<file path="config.mk">
export PLATFORM = sky130hd
export DESIGN_NAME = box_stream_filter
export DESIGN_NICKNAME = d
export VERILOG_FILES = /design/src/rtl/box_filter_pkg.sv /design/src/rtl/box_history.sv /design/src/rtl/box_scale.sv /design/src/rtl/box_stream_filter.sv
export SDC_FILE = /design/constraint.sdc
export NUM_CORES = 1
export LEC_CHECK = 0
export BUFFER_PORTS_ARGS = -buffer_cell sky130_fd_sc_hd__buf_4
export CAP_MARGIN = 0
export CORE_MARGIN = 2
export CORE_UTILIZATION = 56
export DETAILED_ROUTE_END_ITERATION = 10
export GPL_TIMING_DRIVEN = 0
export PLACE_DENSITY = 0.71
export SYNTH_ARGS = -nofsm -noshare
export SYNTH_HDL_FRONTEND = slang
export SYNTH_SLANG_ARGS = --single-unit
export TNS_END_PERCENT = 20
</file>
<file path="constraint.sdc">
create_clock -name clk -period 5.4 [get_ports clk]
set_input_delay 0 -clock clk [delete_from_list [all_inputs] [get_ports clk]]
set_output_delay 0 -clock clk [all_outputs]
set_load 0.005 [all_outputs]
</file>
<file path="src/rtl/box_filter_pkg.sv">
package box_filter_pkg;

    // Fixed-point reciprocal of the window length, rounded to nearest.
    function automatic int recip_of(input int win, input int frac);
        return ((1 << frac) + win / 2) / win;
    endfunction

endpackage

</file>
<file path="src/rtl/box_history.sv">
// Keeps the last DEPTH pushed samples; 'oldest' is the one a new push evicts.
module box_history #(
    parameter int DATA_W  = 8,
    parameter int DEPTH   = 4,
    parameter bit ROTATE  = 1'b0
) (
    input  logic              clk,
    input  logic              rst_n,
    input  logic              push,
    input  logic [DATA_W-1:0] din,
    output logic [DATA_W-1:0] oldest
);

    generate
        if (ROTATE) begin : g_rotate
            logic [DATA_W-1:0] sr_d [DEPTH];
            logic [DATA_W-1:0] sr_q [DEPTH];

            always_comb begin
                for (int i = 0; i < DEPTH; i++) sr_d[i] = sr_q[i];
                if (push) begin
                    sr_d[0] = din;
                    for (int i = 1; i < DEPTH; i++) sr_d[i] = sr_q[i-1];
                end
            end

            always_ff @(posedge clk or negedge rst_n) begin
                if (!rst_n) begin
                    for (int i = 0; i < DEPTH; i++) sr_q[i] <= '0;
                end else begin
                    for (int i = 0; i < DEPTH; i++) sr_q[i] <= sr_d[i];
                end
            end

            assign oldest = sr_q[DEPTH-1];
        end else begin : g_ring
            localparam int PTR_W = (DEPTH > 1) ? $clog2(DEPTH) : 1;
            localparam logic [PTR_W-1:0] LAST = PTR_W'(DEPTH - 1);

            logic [DATA_W-1:0] mem_q [DEPTH];
            logic [PTR_W-1:0]  ptr_d, ptr_q;

            always_comb begin
                ptr_d = ptr_q;
                if (push) ptr_d = (ptr_q == LAST) ? '0 : ptr_q + PTR_W'(1);
            end

            always_ff @(posedge clk or negedge rst_n) begin
                if (!rst_n) begin
                    ptr_q <= '0;
                    for (int i = 0; i < DEPTH; i++) mem_q[i] <= '0;
                end else begin
                    ptr_q <= ptr_d;
                    if (push) mem_q[ptr_q] <= din;
                end
            end

            assign oldest = mem_q[ptr_q];
        end
    endgenerate

endmodule

</file>
<file path="src/rtl/box_scale.sv">
// Multiplies the window sum by a fixed-point reciprocal, rounds and clamps.
module box_scale #(
    parameter int SUM_W  = 10,
    parameter int DATA_W = 8,
    parameter int FRAC_W = 16,
    parameter int RECIP  = 16384
) (
    input  logic [SUM_W-1:0]  sum,
    output logic [DATA_W-1:0] avg
);

    localparam int PROD_W = SUM_W + FRAC_W + 1;
    localparam logic [PROD_W-1:0] HALF = PROD_W'(1) << (FRAC_W - 1);
    localparam logic [PROD_W-1:0] TOP  = PROD_W'({DATA_W{1'b1}});

    logic [PROD_W-1:0] prod_d;
    logic [PROD_W-1:0] shifted_d;

    always_comb begin
        prod_d    = PROD_W'(sum) * PROD_W'(RECIP) + HALF;
        shifted_d = prod_d >> FRAC_W;
        avg       = (shifted_d > TOP) ? {DATA_W{1'b1}} : shifted_d[DATA_W-1:0];
    end

endmodule

</file>
<file path="src/rtl/box_stream_filter.sv">
module box_stream_filter #(
    parameter int DATA_W      = 8,
    parameter int WIN         = 4,
    parameter int FRAC_W      = 16,
    parameter bit HIST_ROTATE = 1'b0
) (
    input  logic              clk,
    input  logic              rst_n,
    input  logic              in_valid,
    output logic              in_ready,
    input  logic [DATA_W-1:0] in_data,
    input  logic              in_line_start,
    output logic              out_valid,
    input  logic              out_ready,
    output logic [DATA_W-1:0] out_data,
    output logic              out_line_first
);

    localparam int GUARD_W = $clog2(WIN);
    localparam int SUM_W   = DATA_W + GUARD_W;
    localparam int CNT_W   = $clog2(WIN + 1);
    localparam int RECIP   = box_filter_pkg::recip_of(WIN, FRAC_W);
    localparam logic [CNT_W-1:0] FULL = CNT_W'(WIN);
    localparam logic [CNT_W-1:0] NEAR = CNT_W'(WIN - 1);

    typedef struct packed {
        logic [SUM_W-1:0]  sum;
        logic [CNT_W-1:0]  fill;
        logic              ov;
        logic [DATA_W-1:0] od;
        logic              first;
    } state_t;

    state_t s_d, s_q;

    logic              accept;
    logic              full_before;
    logic [SUM_W-1:0]  base_sum;
    logic [SUM_W-1:0]  next_sum;
    logic [CNT_W-1:0]  base_fill;
    logic [DATA_W-1:0] leaving;
    logic [DATA_W-1:0] oldest;
    logic [DATA_W-1:0] scaled;

    assign in_ready = !s_q.ov || out_ready;
    assign accept   = in_valid && in_ready;

    box_history #(
        .DATA_W (DATA_W),
        .DEPTH  (WIN),
        .ROTATE (HIST_ROTATE)
    ) u_hist (
        .clk    (clk),
        .rst_n  (rst_n),
        .push   (accept),
        .din    (in_data),
        .oldest (oldest)
    );

    box_scale #(
        .SUM_W  (SUM_W),
        .DATA_W (DATA_W),
        .FRAC_W (FRAC_W),
        .RECIP  (RECIP)
    ) u_scale (
        .sum (next_sum),
        .avg (scaled)
    );

    always_comb begin
        base_sum    = in_line_start ? '0 : s_q.sum;
        base_fill   = in_line_start ? '0 : s_q.fill;
        full_before = (base_fill == FULL);
        leaving     = full_before ? oldest : '0;
        next_sum    = base_sum + SUM_W'(in_data) - SUM_W'(leaving);

        s_d = s_q;
        if (s_q.ov && out_ready) s_d.ov = 1'b0;
        if (accept) begin
            s_d.sum  = next_sum;
            s_d.fill = full_before ? base_fill : base_fill + CNT_W'(1);
            if (full_before || base_fill == NEAR) begin
                s_d.ov    = 1'b1;
                s_d.od    = scaled;
                s_d.first = !full_before;
            end
        end
    end

    always_ff @(posedge clk or negedge rst_n) begin
        if (!rst_n) s_q <= '0;
        else        s_q <= s_d;
    end

    assign out_valid      = s_q.ov;
    assign out_data       = s_q.od;
    assign out_line_first = s_q.first;

endmodule

</file>
* Word-level counts from Yosys, hierarchy flattened *
Index checks and enable logic that the tools add are counted.

storage, ports and cells
  register bits = 57
  bits of input ports = 13
  output and inout port bits = 11
  word-level logic and storage cells = 45

cells by class
  add/sub/neg operators = 5
  magnitude comparators = 3
  equal/unequal tests = 3
  muxes and demuxes = 15
  bitwise operators = 1
  reduce and logical (&&, ||, !) cells = 8

operator list
  operator                                                               number
  8-bit two-way mux                                                      5
  32-bit bitwise mux                                                     1
  10-bit two-way mux                                                     3
  24-bit by 16-bit adder with 25-bit output, second input constant       1
  8-bit binary-select mux with 2-bit select                              1
  8-bit demux with 2-bit select                                          1
  11-bit by 8-bit > comparator with 1-bit output, second input constant  1
  10-bit by 8-bit adder with 10-bit output                               1
  10-bit by 8-bit subtractor with 10-bit output                          1
  3-bit two-way mux                                                      2
  3-bit by 1-bit adder with 3-bit output, second input constant          1
  3-bit by 2-bit == test with 1-bit output, second input constant        1
  3-bit == test, second input constant                                   1
  3-bit >= comparator, second input constant                             1
  1-bit logical AND                                                      3
  3-bit by 1-bit < comparator with 1-bit output, second input constant   1
  2-bit inverter with 3-bit output                                       1
  2-bit by 1-bit adder with 2-bit output, second input constant          1
  2-bit == test, second input constant                                   1
  1-bit logical NOT                                                      2
  1-bit logical OR                                                       2
  2-bit two-way mux                                                      1
  2-bit AND reduction                                                    1
  1-bit two-way mux                                                      1

* Longest topological paths before layout *
Gate-level depths: netlist of the first run.

  depth in word-level cells = 11
  gate-level depth with buffers = 17
  gate-level depth less buffers = 15

* Hierarchy *
From an unflattened synthesis of the first run, not the netlist that was laid out.

second synthesis, totals
  cells, all modules = 312
  area, all modules = 3505.9 um^2

modules (own cells, without submodules)
  module             instances  cells an instance  area an instance (um^2)  seq. area each (um^2)
  box_stream_filter  1          192                1779.2                   575.6
  box_history        1          91                 1520.2                   850.8
  box_scale          1          29                 206.4                    0.0

* Worst setup path after synthesis of the first run *
Ideal clock, no wire load.

  kind = reg2reg
  start point = register u_hist.g_ring.ptr_q[0]
  end point = register s_q, in the netlist out_data[7]
  library setup time = 83 ps
  arrival time = 4062 ps
  data required time = 5317 ps
  slack = 1255 ps
  stages on the path, launching flop included = 14
  path buffers = 1
  clock period less this slack = 4145 ps
  cells stage by stage = dfrtp_1 -> clkbuf_1 -> mux4_2 -> and3_1 -> fa_1 -> inv_1 -> ha_1 -> and3_2 -> a221oi_1 -> xnor2_1 -> nand4_1 -> nor4_1 -> mux2_2 -> o21ai_0

between the ends
  longest elaborated chain between the ends = 9

RTL lines
  item                                                      RTL line                 RTL
  start, declared                                           box_history.sv:41        logic [PTR_W-1:0] ptr_d, ptr_q;
  start signal, assigned                                    box_history.sv:53        ptr_q <= ptr_d;
  2-bit inverter with 3-bit output (implied by the code) *  box_history.sv:58        assign oldest = mem_q[ptr_q];
  8-bit binary-select mux with 2-bit select *               box_history.sv:58
  8-bit two-way mux (implied by the code) * (2 in series)   box_history.sv:58
  8-bit two-way mux *                                       box_stream_filter.sv:74  leaving = full_before ? oldest : '0;
  10-bit by 8-bit subtractor with 10-bit output *           box_stream_filter.sv:75  next_sum = base_sum + SUM_W'(in_data) - SUM_W'(leaving);
  24-bit by 16-bit adder with 25-bit output *               box_scale.sv:20          prod_d = PROD_W'(sum) * PROD_W'(RECIP) + HALF;
  11-bit by 8-bit > comparator with 1-bit output            box_scale.sv:22          avg = (shifted_d > TOP) ? {DATA_W{1'b1}} : shifted_d[DATA_W-1:0];
  8-bit two-way mux *                                       box_scale.sv:22
  end signal, assigned                                      box_stream_filter.sv:91  if (!rst_n) s_q <= '0;
  end signal, assigned                                      box_stream_filter.sv:92  else s_q <= s_d;
  end, declared                                             box_stream_filter.sv:34  state_t s_d, s_q;

Mark *: on every way between the ends. The rest lies on a longest branch, timed or not. The select of a mux whose other input is x is not followed.
A chain may end at the register's enable or synchronous reset.

* Worst setup path after layout of the first run *
Ends and elaborated chain as after synthesis.

==> flow_metrics.tcl, run 1 <==
set metrics [dict create \
    failed_checks "negative hold slack" \
    hold_violations 1 \
    ys_seq_elements 57 \
    drive_gt1_frac 0.2005 \
    nNetsFinal 427 \
    clk_latency_ns 0.35 \
    die_x_um 82.60 \
    io_buffers 23 \
    netlist_instances 350 \
    cts.clk_slew.worst_paths_ns 0.07 \
    finalWirelength_mm 7.099 \
    maxSlewViolCount 0 \
    yosysUniqueCellTypes 41 \
    route.detailed.drc 0 \
    drt-initial-drc-count 133 \
    post-dp-hpwl_mm 5.047 \
    clockBufferDepth 2 \
    clkSinkCount 57 \
    required_ns 5.67 \
    fin_hold_ws_ns -0.001766 \
    grt_pass1_wl_mm 11.90 \
    pwr-share-seq 0.314 \
    pin_count 24 \
    grt_start_max_net_pins 58 \
    viasPerCell 5.561 \
    p_clk_frac 0.204 \
    total_leakage_power_nw 1.882 \
    grt_setup_unrepaired "false" \
    multi_input_area_um2 1800 \
    final_common_cell "nand2_1" \
    worstMarginPinSlew_ns 0.7339 \
    final_cell_count_no_fill 469 \
    critPathLaunchType "flop" \
    overflow 0 \
    p_comb_frac 0.482 \
    layout_min_cycle_time_ns 4.683 \
    h-tree-depth 3 \
    status "finished with violations" \
    maxSlewHeadroom 0.5107 \
    root_buffer "clkbuf_8" \
    hold_class "input pin to flop" \
    routabilityCongestion 0.8995 \
    period_share 0.8672 \
    synth_fp_nets 388 \
    finalSetupViolations 0 \
    dr_total_vias 2608 \
    seqCellArea_um2 1426 \
    p_int_w 0.001428 \
    syn_to_final_growth_pct 15.80 \
    clock_skew_ns 0.007426 \
    drv_cap 0 \
    diodes 0 \
    crit_fanout 10 \
    cts_tree "built" \
    fill_cells 500 \
    drt.antenna.violating_nets 0 \
    wl_per_cell_um 15.14 \
    ir_drop_v 0.0003039 \
    finalPower_w 0.002305 \
    cts.repair.resized 0 \
    rows 28 \
    layout_common_cells "nand2_1 (63), dfrtp_1 (57), o21ai_0 (37), buf_4 (31), inv_1 (24)" \
    grt_pass1_vias 2581 \
    yosys_warnings 0 \
    die_area_um2 6823 \
    grt.total_usage 0.2364 \
    dieHeight_um 82.60 \
    synthFlopType "dfrtp_1" \
    synthArstFlopShare 1.000 \
    cts_buffers 9 \
    core_area_um2 5956 \
    avgSynthCellArea_um2 9.884 \
    seq_area_frac_synth 0.4123 \
    worstSetupPathType "flop to flop" \
    sw_frac_of_total 0.3803 \
    power.density_nw_per_um2 575.4 \
    arrival_ns 4.96 \
    start_util 0.5809 \
    finalSetupTns_ns 0 \
    numPlacedInstances 448 \
    synthesis.area_um2 3460 \
    grt_antenna_before_repair 0 \
    dr.pass1.iters 4 \
    synth_edf_count 0 \
    cp-end-kind "flop" \
    switchingPower_w 0.0008767 \
    max_freq_mhz 213.5 \
]
## stage by stage
step	hold WS (ns)	cell area, um2	worst slack [ns]	utilization
2_1_floorplan	-0.2956	3460	1.255	-
3_3_place_gp	0.1063	3726	0.8129	0.6256
3_5_place_dp	0.1155	3726	0.7486	0.6256
4_1_cts	0.003440	4006	0.7388	0.6727
5_1_grt	0.02206	4006	0.3337	0.6727
6_report	-0.001766	4006	0.7172	0.6727
## power by group through the flow
stage | clock network (W) | registers (W) | logic [W]
6_report | 0.000471 | 0.000724 | 0.00111
2_1_floorplan | 0 | 0.000701 | 0.000862
4_1_cts | 0.000474 | 0.000724 | 0.00111
5_1_grt | 0.000494 | 0.000748 | 0.00124
3_5_place_dp | 0 | 0.000732 | 0.00110
3_3_place_gp | 0 | 0.000724 | 0.00107
## cells by family after synthesis
kind of cell | Yosys count | share of synthesized area
mux | 22 | 0.09765
buf+inv | 48 | 0.06727
simple gates | 117 | 0.1580
fa+ha+maj | 25 | 0.1078
xor+xnor | 9 | 0.02278
flops | 57 | 0.4123
compound gates | 72 | 0.1342
## synth_stat cells (2+ instances only)
| master | count | area, um2 |
|---|---|---|
| nand2b_1 | 13 | 81.33 |
| mux2_2 | 14 | 157.7 |
| inv_1 | 24 | 90.09 |
| xor2_1 | 4 | 35.03 |
| xnor2_1 | 5 | 43.79 |
| a31oi_1 | 3 | 18.77 |
| a22oi_1 | 2 | 15.01 |
| ha_1 | 17 | 212.7 |
| a311oi_1 | 2 | 17.52 |
| nand3_1 | 3 | 15.01 |
| mux4_2 | 8 | 180.2 |
| o21ai_0 | 37 | 185.2 |
| nand2_1 | 63 | 236.5 |
| and2_1 | 2 | 12.51 |
| clkbuf_1 | 13 | 48.80 |
| a21o_1 | 4 | 30.03 |
| a211oi_1 | 3 | 22.52 |
| fa_1 | 8 | 160.2 |
| buf_6 | 3 | 33.78 |
| or3_1 | 2 | 12.51 |
| and3_1 | 7 | 43.79 |
| buf_4 | 8 | 60.06 |
| dfrtp_1 | 57 | 1426 |
| a21oi_1 | 12 | 60.06 |
| nor2_1 | 15 | 56.30 |
| nor3_1 | 3 | 15.01 |
| nand4_1 | 2 | 12.51 |
| nor2b_1 | 3 | 18.77 |
## worst max-delay path: stages, from the launching register on
cell	delay, ns
dfrtp_1	0.39
clkbuf_1	0.58
mux4_2	0.59
and3_1	0.21
fa_1	0.50
inv_1	0.04
ha_1	0.34
and3_2	0.23
a221oi_1	0.35
xnor2_1	0.29
nand4_1	0.32
nor4_1	0.27
mux2_2	0.36
o21ai_0	0.14
## registers in the layout, summed over array words and instances, names as in the netlist
name and flops:
out_data 8, out_valid 1, out_line_first 1, u_hist.g_ring.mem_q 32, s_q 13, u_hist.g_ring.ptr_q 2
## layout make-up
class,instances,area share
Buffer,24,0.03560
Clock buffer,12,0.03873
Clock inverter,4,0.01874
Tap cell,75,0.02342
Sequential cell,57,0.3560
Timing Repair Buffer,28,0.05559
Multi-Input combinational cell,245,0.4494
Inverter,24,0.02249
## per-layer routing
layer  track usage  wire length [um]  vias up
met1        0.3234              3342     1271
met3       0.06848               325       19
met4        0.1016               192        0
met2        0.3508              3239       51
met5             0                 0        -
li1              -                 -     1267
## final timing paths
| check | end | depth (start not counted) | start | slack [ns] |
|---|---|---|---|---|
| setup / recovery | out_data[7]$_DFFE_PN0P_ | 13 | u_hist.g_ring.ptr_q[0]$_DFFE_PN0P_ | 0.72 |
| hold / removal | u_hist.g_ring.mem_q[18]$_DFFE_PN0P_ | 3 | in_data[2] | -0.002 |
| setup reg to reg | out_data[7]$_DFFE_PN0P_ | 13 | u_hist.g_ring.ptr_q[0]$_DFFE_PN0P_ | 0.72 |
| hold reg to reg | u_hist.g_ring.mem_q[7]$_DFFE_PN0P_ | 2 | u_hist.g_ring.mem_q[7]$_DFFE_PN0P_ | 0.47 |
| max in group asynchronous | s_q[13]$_DFFE_PN0P_ | 2 | rst_n | 4.65 |
| min in group asynchronous | u_hist.g_ring.mem_q[13]$_DFFE_PN0P_ | 2 | rst_n | 0.25 |
## timing repair
item | 4_1_cts | 5_1_grt
hold buffers | 5 | 0
setup endpoints to repair | 0 | 0
hold endpoints to repair | 70 | 0
setup buffers | 0 | 0
Note: power is estimated with default switching activity, not from simulation.
==> run 2, diff against run 1 <==
--- a/config.mk
+++ b/config.mk
@@ -7,6 +7,7 @@
 export LEC_CHECK = 0
 export BUFFER_PORTS_ARGS = -buffer_cell sky130_fd_sc_hd__buf_4
 export CAP_MARGIN = 0
+export CORE_ASPECT_RATIO = 1.4
 export CORE_MARGIN = 2
 export CORE_UTILIZATION = 56
 export DETAILED_ROUTE_END_ITERATION = 10
==> run 2 against run 1 <==
The run now ends clean. Core utilization is 0.37 points lower. Setup slack gained 0.051 ns. Wire length is 6.0% lower. Register-to-register slack better by 0.05 ns. Clock skew shrank 0.0036 ns. Hold slack better by 0.0049 ns. Critical endpoint unchanged. Highest routed layer unchanged.
==> flow_metrics.tcl, run 2 (synthesis gave the netlist of run 1 again) <==
set metrics [dict create \
    power.density_nw_per_um2 552.2 \
    grt_start_max_net_pins 58 \
    cts_buffers 9 \
    period_share 0.8578 \
    root_buffer "clkbuf_8" \
    critPathLaunchType "flop" \
    largest_reg_flops 32 \
    r2r-start "u_hist.g_ring.ptr_q[0]$_DFFE_PN0P_" \
    min_from "in_data[3]" \
    post_cts_buffers 0 \
    hold_class "input pin to flop" \
    r2r_end "out_data[7]$_DFFE_PN0P_" \
    max_stage_delay_ns 0.63 \
    max_freq_mhz 215.9 \
    reg2regPathDepth 12 \
    dr_total_vias 2515 \
    syn_to_final_growth_pct 14.18 \
    io_buffers 23 \
    start_util 0.5859 \
    total_leakage_power_nw 1.871 \
    viasPerCell 5.432 \
    grt_pass1_wl_mm 11.87 \
    clk_latency_ns 0.34 \
    critPathTopFamily "adder cells" \
    routabilityCongestion 0.8359 \
    cp-end-kind "flop" \
    post-dp-hpwl_mm 5.055 \
    h-tree-depth 3 \
    top_register "u_hist.g_ring.mem_q" \
    hold_violations 0 \
    ir_drop_v 0.0002915 \
    drt-initial-drc-count 129 \
    grt_pass1_vias 2554 \
    overflow 0 \
    arrival_ns 4.89 \
    fin_hold_ws_ns 0.003118 \
    worstMarginPinSlew_ns 0.7645 \
    cts_tree "built" \
    cts.clk_slew.worst_paths_ns 0.06 \
    die_area_um2 6832 \
    route.detailed.drc 0 \
    status "finished clean" \
    crit_path_top_delay_cell "xor2_1" \
    clockBufferDepth 2 \
    final_common_cell "nand2_1" \
    drt.antenna.violating_nets 0 \
    maxSlewViolCount 0 \
    finalPower_w 0.002181 \
    fill_cells 511 \
    wl_per_cell_um 14.41 \
    layout_common_cells "nand2_1 (63), dfrtp_1 (57), o21ai_0 (37), buf_4 (31), inv_1 (24)" \
    finalSetupTns_ns 0 \
    grt_antenna_before_repair 0 \
    maxSlewHeadroom 0.4886 \
    cpMostUsedCell "fa_1" \
    grt_setup_unrepaired "false" \
    nNetsFinal 427 \
    r2r_slack_ns 0.77 \
    grt.total_usage 0.2230 \
    drive_gt1_frac 0.2010 \
    required_ns 5.66 \
    core_area_um2 5904 \
    whs_path_depth 3 \
    layout_min_cycle_time_ns 4.632 \
    pin_count 24 \
    whs_endpoint "u_hist.g_ring.mem_q[11]$_DFFE_PN0P_" \
    finalWirelength_mm 6.673 \
    path_buf_inv 1 \
    crit_chain "clkbuf_1, mux4_2, and3_1, fa_1, fa_1, nand2b_1, a211oi_1, nor2_1, xor2_1, nor4_1, mux2_2, o21ai_0" \
    crit_fanout 10 \
    cts.repair.resized 0 \
    drv_cap 0 \
    dieHeight_um 97 \
    worstSetupPathType "flop to flop" \
    clkSinkCount 57 \
    clock_skew_ns 0.003856 \
    finalSetupViolations 0 \
    dr.pass1.iters 4 \
    die_x_um 70.43 \
    rows 33 \
    diodes 0 \
]
==> run 2: cell types whose count changed in the layout (fill, tap and decap cells not counted) <==
cell	previous run	this run
clkbuf_1	14	13
clkinvlp_4	2	0
clkinv_2	0	3
bufinv_16	2	0
clkbuf_8	11	12
==> run 2: report_power, final <==
part | switching, W | internal [W] | total (W)
clock network | 0.000166 | 0.000199 | 0.000365
registers | 0.0000983 | 0.000623 | 0.000721
logic | 0.000575 | 0.000521 | 0.00110
total | 0.000839 | 0.00134 | 0.00218
==> run 2: worst reg2reg max path: cells and delay by family, from the launching register on <==
kind	cells	cell delay, ns
flops	1	0.39
buf+inv	1	0.58
compound gates	2	0.42
mux	2	0.89
xor+xnor	1	0.63
simple gates	4	0.67
fa+ha+maj	2	0.98
==> run 2: layout make-up <==
cell class | instances | area (um2) | share of cell area
clock buffers | 12 | 165.2 | 0.04181
clock inverters | 3 | 15.01 | 0.003801
multi-input cells | 245 | 1800 | 0.4558
repair buffers | 28 | 222.7 | 0.05638
plain buffers | 24 | 142.6 | 0.03611
inverters | 24 | 90.09 | 0.02281
flip-flops and latches | 57 | 1426 | 0.3611
well taps | 70 | 87.58 | 0.02217
==> run 2: repair_timing <==
item	in CTS	in global routing
endpoints found under the setup margin	0	0
endpoints found under the hold margin	70	0
hold buffers	5	0
==> run 2: through the flow <==
stage | setup slack (ns) | instance area [um2] | utilization | instances
floorplan | 1.255 | 3460 | - | 350
global placement | 0.8162 | 3720 | 0.6300 | 443
detailed placement | 0.7898 | 3720 | 0.6300 | 443
CTS | 0.7398 | 3950 | 0.6690 | 463
global route | 0.4706 | 3950 | 0.6690 | 463
finish | 0.7677 | 3950 | 0.6690 | 463
==> run 2: how the worst max path moves through the flow <==
| stage | depth (start not counted) | slack [ns] | startpoint | end |
|---|---|---|---|---|
| final | 12 | 0.77 | u_hist.g_ring.ptr_q[0]$_DFFE_PN0P_ | out_data[7]$_DFFE_PN0P_ |
| after global routing | 12 | 0.47 | u_hist.g_ring.ptr_q[0]$_DFFE_PN0P_ | out_data[7]$_DFFE_PN0P_ |
| after CTS | 12 | 0.74 | u_hist.g_ring.ptr_q[0]$_DFFE_PN0P_ | out_data[7]$_DFFE_PN0P_ |
| after detailed placement | 12 | 0.79 | u_hist.g_ring.ptr_q[0]$_DFFE_PN0P_ | out_data[7]$_DFFE_PN0P_ |
| after global placement | 12 | 0.82 | u_hist.g_ring.ptr_q[0]$_DFFE_PN0P_ | out_data[7]$_DFFE_PN0P_ |
| after floorplan | 13 | 1.26 | u_hist.g_ring.ptr_q[0]$_DFFE_PN0P_ | out_data[7]$_DFFE_PN0P_ |
==> run 2: routing by layer <==
layer	up-vias	routed length [um]	global-route usage
li1	1261	-	-
met1	1190	2776	0.2649
met2	52	3494	0.3846
met3	12	216	0.03438
met4	0	187	0.1139
met5	-	0	0
==> run 3, diff against run 2 <==
--- a/config.mk
+++ b/config.mk
@@ -5,14 +5,15 @@
 export SDC_FILE = /design/constraint.sdc
 export NUM_CORES = 1
 export LEC_CHECK = 0
+export ABC_AREA = 1
 export BUFFER_PORTS_ARGS = -buffer_cell sky130_fd_sc_hd__buf_4
 export CAP_MARGIN = 0
 export CORE_ASPECT_RATIO = 1.4
 export CORE_MARGIN = 2
-export CORE_UTILIZATION = 56
+export CORE_UTILIZATION = 40
 export DETAILED_ROUTE_END_ITERATION = 10
 export GPL_TIMING_DRIVEN = 0
-export PLACE_DENSITY = 0.71
+export PLACE_DENSITY = 0.53
 export SYNTH_ARGS = -nofsm -noshare
 export SYNTH_HDL_FRONTEND = slang
 export SYNTH_SLANG_ARGS = --single-unit
==> run 3 against run 2 <==
Fmax increased by 19%. Clock power is 64% higher. Clock skew increased by 0.00074 ns. Highest routed layer unchanged. Critical path depth increased by 8. Clock-buffer cell count stayed put.
==> flow_metrics.tcl, run 3 <==
set metrics [dict create \
    status "finished clean" \
    ir_drop_v 0.0002907 \
    wl_per_cell_um 13.83 \
    io_buffers 23 \
    final_common_cell "nand2_1" \
    dr.pass1.iters 4 \
    place_area_um2 3959 \
    route.detailed.drc 0 \
    netlist_top_cells_count "nand2_1 (112), o21ai_0 (60), dfrtp_1 (57)" \
    cts_buffers 9 \
    top_register "u_hist.g_ring.mem_q" \
    required_ns 5.63 \
    synth_fp_nets 505 \
    syn_to_final_growth_pct 18.16 \
    power.density_nw_per_um2 687.7 \
    synth_area_leaders "dfrtp_1 (39%), nand2_1 (12%), o21ai_0 (8.2%)" \
    drt.antenna.violating_nets 0 \
    arrival_ns 4.13 \
    cts.clk_slew.worst_paths_ns 0.05 \
    drive_gt1_frac 0.1824 \
    synthFlopType "dfrtp_1" \
    yosysMostFrequentCell "nand2_1" \
    viasPerCell 4.853 \
    pin_count 24 \
    yosysUniqueCellTypes 33 \
    largest_reg_flops 32 \
    grt_setup_unrepaired "false" \
    finalSetupViolations 0 \
    dr_total_vias 2994 \
    total_leakage_power_nw 2.169 \
    finalSetupTns_ns 0 \
    synthesis.area_um2 3652 \
    maxSlewViolCount 0 \
    critPathLaunchType "flop" \
    start_util 0.4092 \
    overflow 0 \
    root_buffer "clkbuf_16" \
    grt_start_max_net_pins 58 \
    drt-initial-drc-count 116 \
    rows 41 \
    grt.total_usage 0.1931 \
    hold_class "input pin to flop" \
    synth_edf_count 0 \
    grt_antenna_before_repair 0 \
    synthArstFlopShare 1.000 \
    grt_pass1_vias 3091 \
    cp-end-kind "flop" \
    avgSynthCellArea_um2 7.821 \
    worstMarginPinSlew_ns 0.7499 \
    max_freq_mhz 256.6 \
    post-dp-hpwl_mm 6.553 \
    ys_seq_elements 57 \
    core_area_um2 8926 \
    routabilityCongestion 0.8537 \
    finalWirelength_mm 8.533 \
    netlist_instances 467 \
    period_share 0.7216 \
    seq_area_frac_synth 0.3905 \
    synth.largest_area_cell "dfrtp_1" \
    clockBufferDepth 2 \
    diodes 0 \
    die_area_um2 9922 \
    layout_common_cells "nand2_1 (112), o21ai_0 (60), dfrtp_1 (57), nor2_1 (52), inv_1 (50)" \
    fill_cells 909 \
    hold_violations 0 \
    clk_latency_ns 0.34 \
    layout_min_cycle_time_ns 3.897 \
    crit_fanout 11 \
    h-tree-depth 3 \
    cts_tree "built" \
    synth_top_area_frac 0.3905 \
    design_area_um2 4315 \
    worstSetupPathType "flop to flop" \
    dieHeight_um 117.1 \
    drv_cap 0 \
    grt_pass1_wl_mm 14.84 \
    yosys_warnings 0 \
    finish.utilization 0.4835 \
    die_x_um 84.76 \
    clkSinkCount 57 \
    clock_skew_ns 0.004597 \
    nNetsFinal 543 \
    maxSlewHeadroom 0.5001 \
]
run 3: changes by cell type after synthesis, moves of 14 or more:
cell     before  now
nor2_1       15   52
nand2_1      63  112
o21ai_0      37   60
mux2_2       14    0
inv_1        24   50
nand3_1       3   20
run 3: cell type report:
type / count / area [um2] / area share
Timing Repair Buffer: 27 / 212.7 / 0.04929
Clock inverter: 4 / 50.05 / 0.01160
Buffer: 20 / 112.6 / 0.02609
Inverter: 58 / 225.2 / 0.05219
Clock buffer: 12 / 266.5 / 0.06176
Multi-Input combinational cell: 332 / 1888 / 0.4375
Tap cell: 107 / 133.9 / 0.03102
Sequential cell: 57 / 1426 / 0.3305
run 3: logic make-up after synthesis:
logic type,share of synthesized area
simple gates,0.2867
compound gates,0.1233
buf+inv,0.09249
flops,0.3905
fa+ha+maj,0.1021
xor+xnor,0.004797
run 3: power breakdown:
group          switching, W  total [W]  internal (W)
Sequential         0.000111   0.000741      0.000630
Clock              0.000205   0.000598      0.000393
Combinational       0.00101    0.00163      0.000615
Total               0.00133    0.00297       0.00164
run 3: final timing paths:
kind,cells past startpoint,slack [ns],start,end
max in group asynchronous,2,4.63,rst_n,s_q[15]$_DFFE_PN0P_
max,20,1.50,u_hist.g_ring.ptr_q[0]$_DFFE_PN0P_,out_data[5]$_DFFE_PN0P_
min reg2reg,2,0.47,s_q[11]$_DFFE_PN0P_,s_q[11]$_DFFE_PN0P_
min,3,0.02,in_data[4],u_hist.g_ring.mem_q[20]$_DFFE_PN0P_
max reg2reg,20,1.50,u_hist.g_ring.ptr_q[0]$_DFFE_PN0P_,out_data[5]$_DFFE_PN0P_
min in group asynchronous,2,0.27,rst_n,u_hist.g_ring.mem_q[30]$_DFFE_PN0P_
run 3: repair_timing:
action / in CTS / in global routing
hold endpoints to repair: 61 / 0
resized for setup: 0 / 0
buffers inserted: 0 / 0
hold buffers: 4 / 0
run 3: worst max-delay path: stages (launching register included):
cell and delay (ns):
dfrtp_1 0.40, clkbuf_1 0.23, inv_1 0.25, clkbuf_1 0.40, o21ai_0 0.16, a21oi_1 0.22
fa_1 0.50, fa_1 0.47, inv_1 0.11, nand2_2 0.09, nand2_4 0.10, inv_1 0.04
ha_1 0.21, nand3_1 0.09, nor2_1 0.05, nand2_1 0.11, nor2_2 0.06, nand2_1 0.06
nand2_1 0.05, nor2_1 0.11, nor2_1 0.05
run 3: metal layers:
metal | global-route usage | up-vias | share of wire
met5 | 0 | - | 0
met4 | 0.07513 | 0 | 0.020
met3 | 0.04208 | 13 | 0.031
met2 | 0.3549 | 42 | 0.53
met1 | 0.2187 | 1387 | 0.41
li1 | - | 1552 | -
run 3: stage by stage:
step,setup slack [ns],total power (W),hold slack (ns),cells
after floorplan,2.102,0.002003,-0.2956,467
after global placement,1.478,0.002352,0.1206,597
after detailed placement,1.448,0.002386,0.1304,597
after CTS,1.407,0.003009,0.003385,617
after global routing,1.118,0.003271,0.03937,617
final,1.503,0.002968,0.01736,617
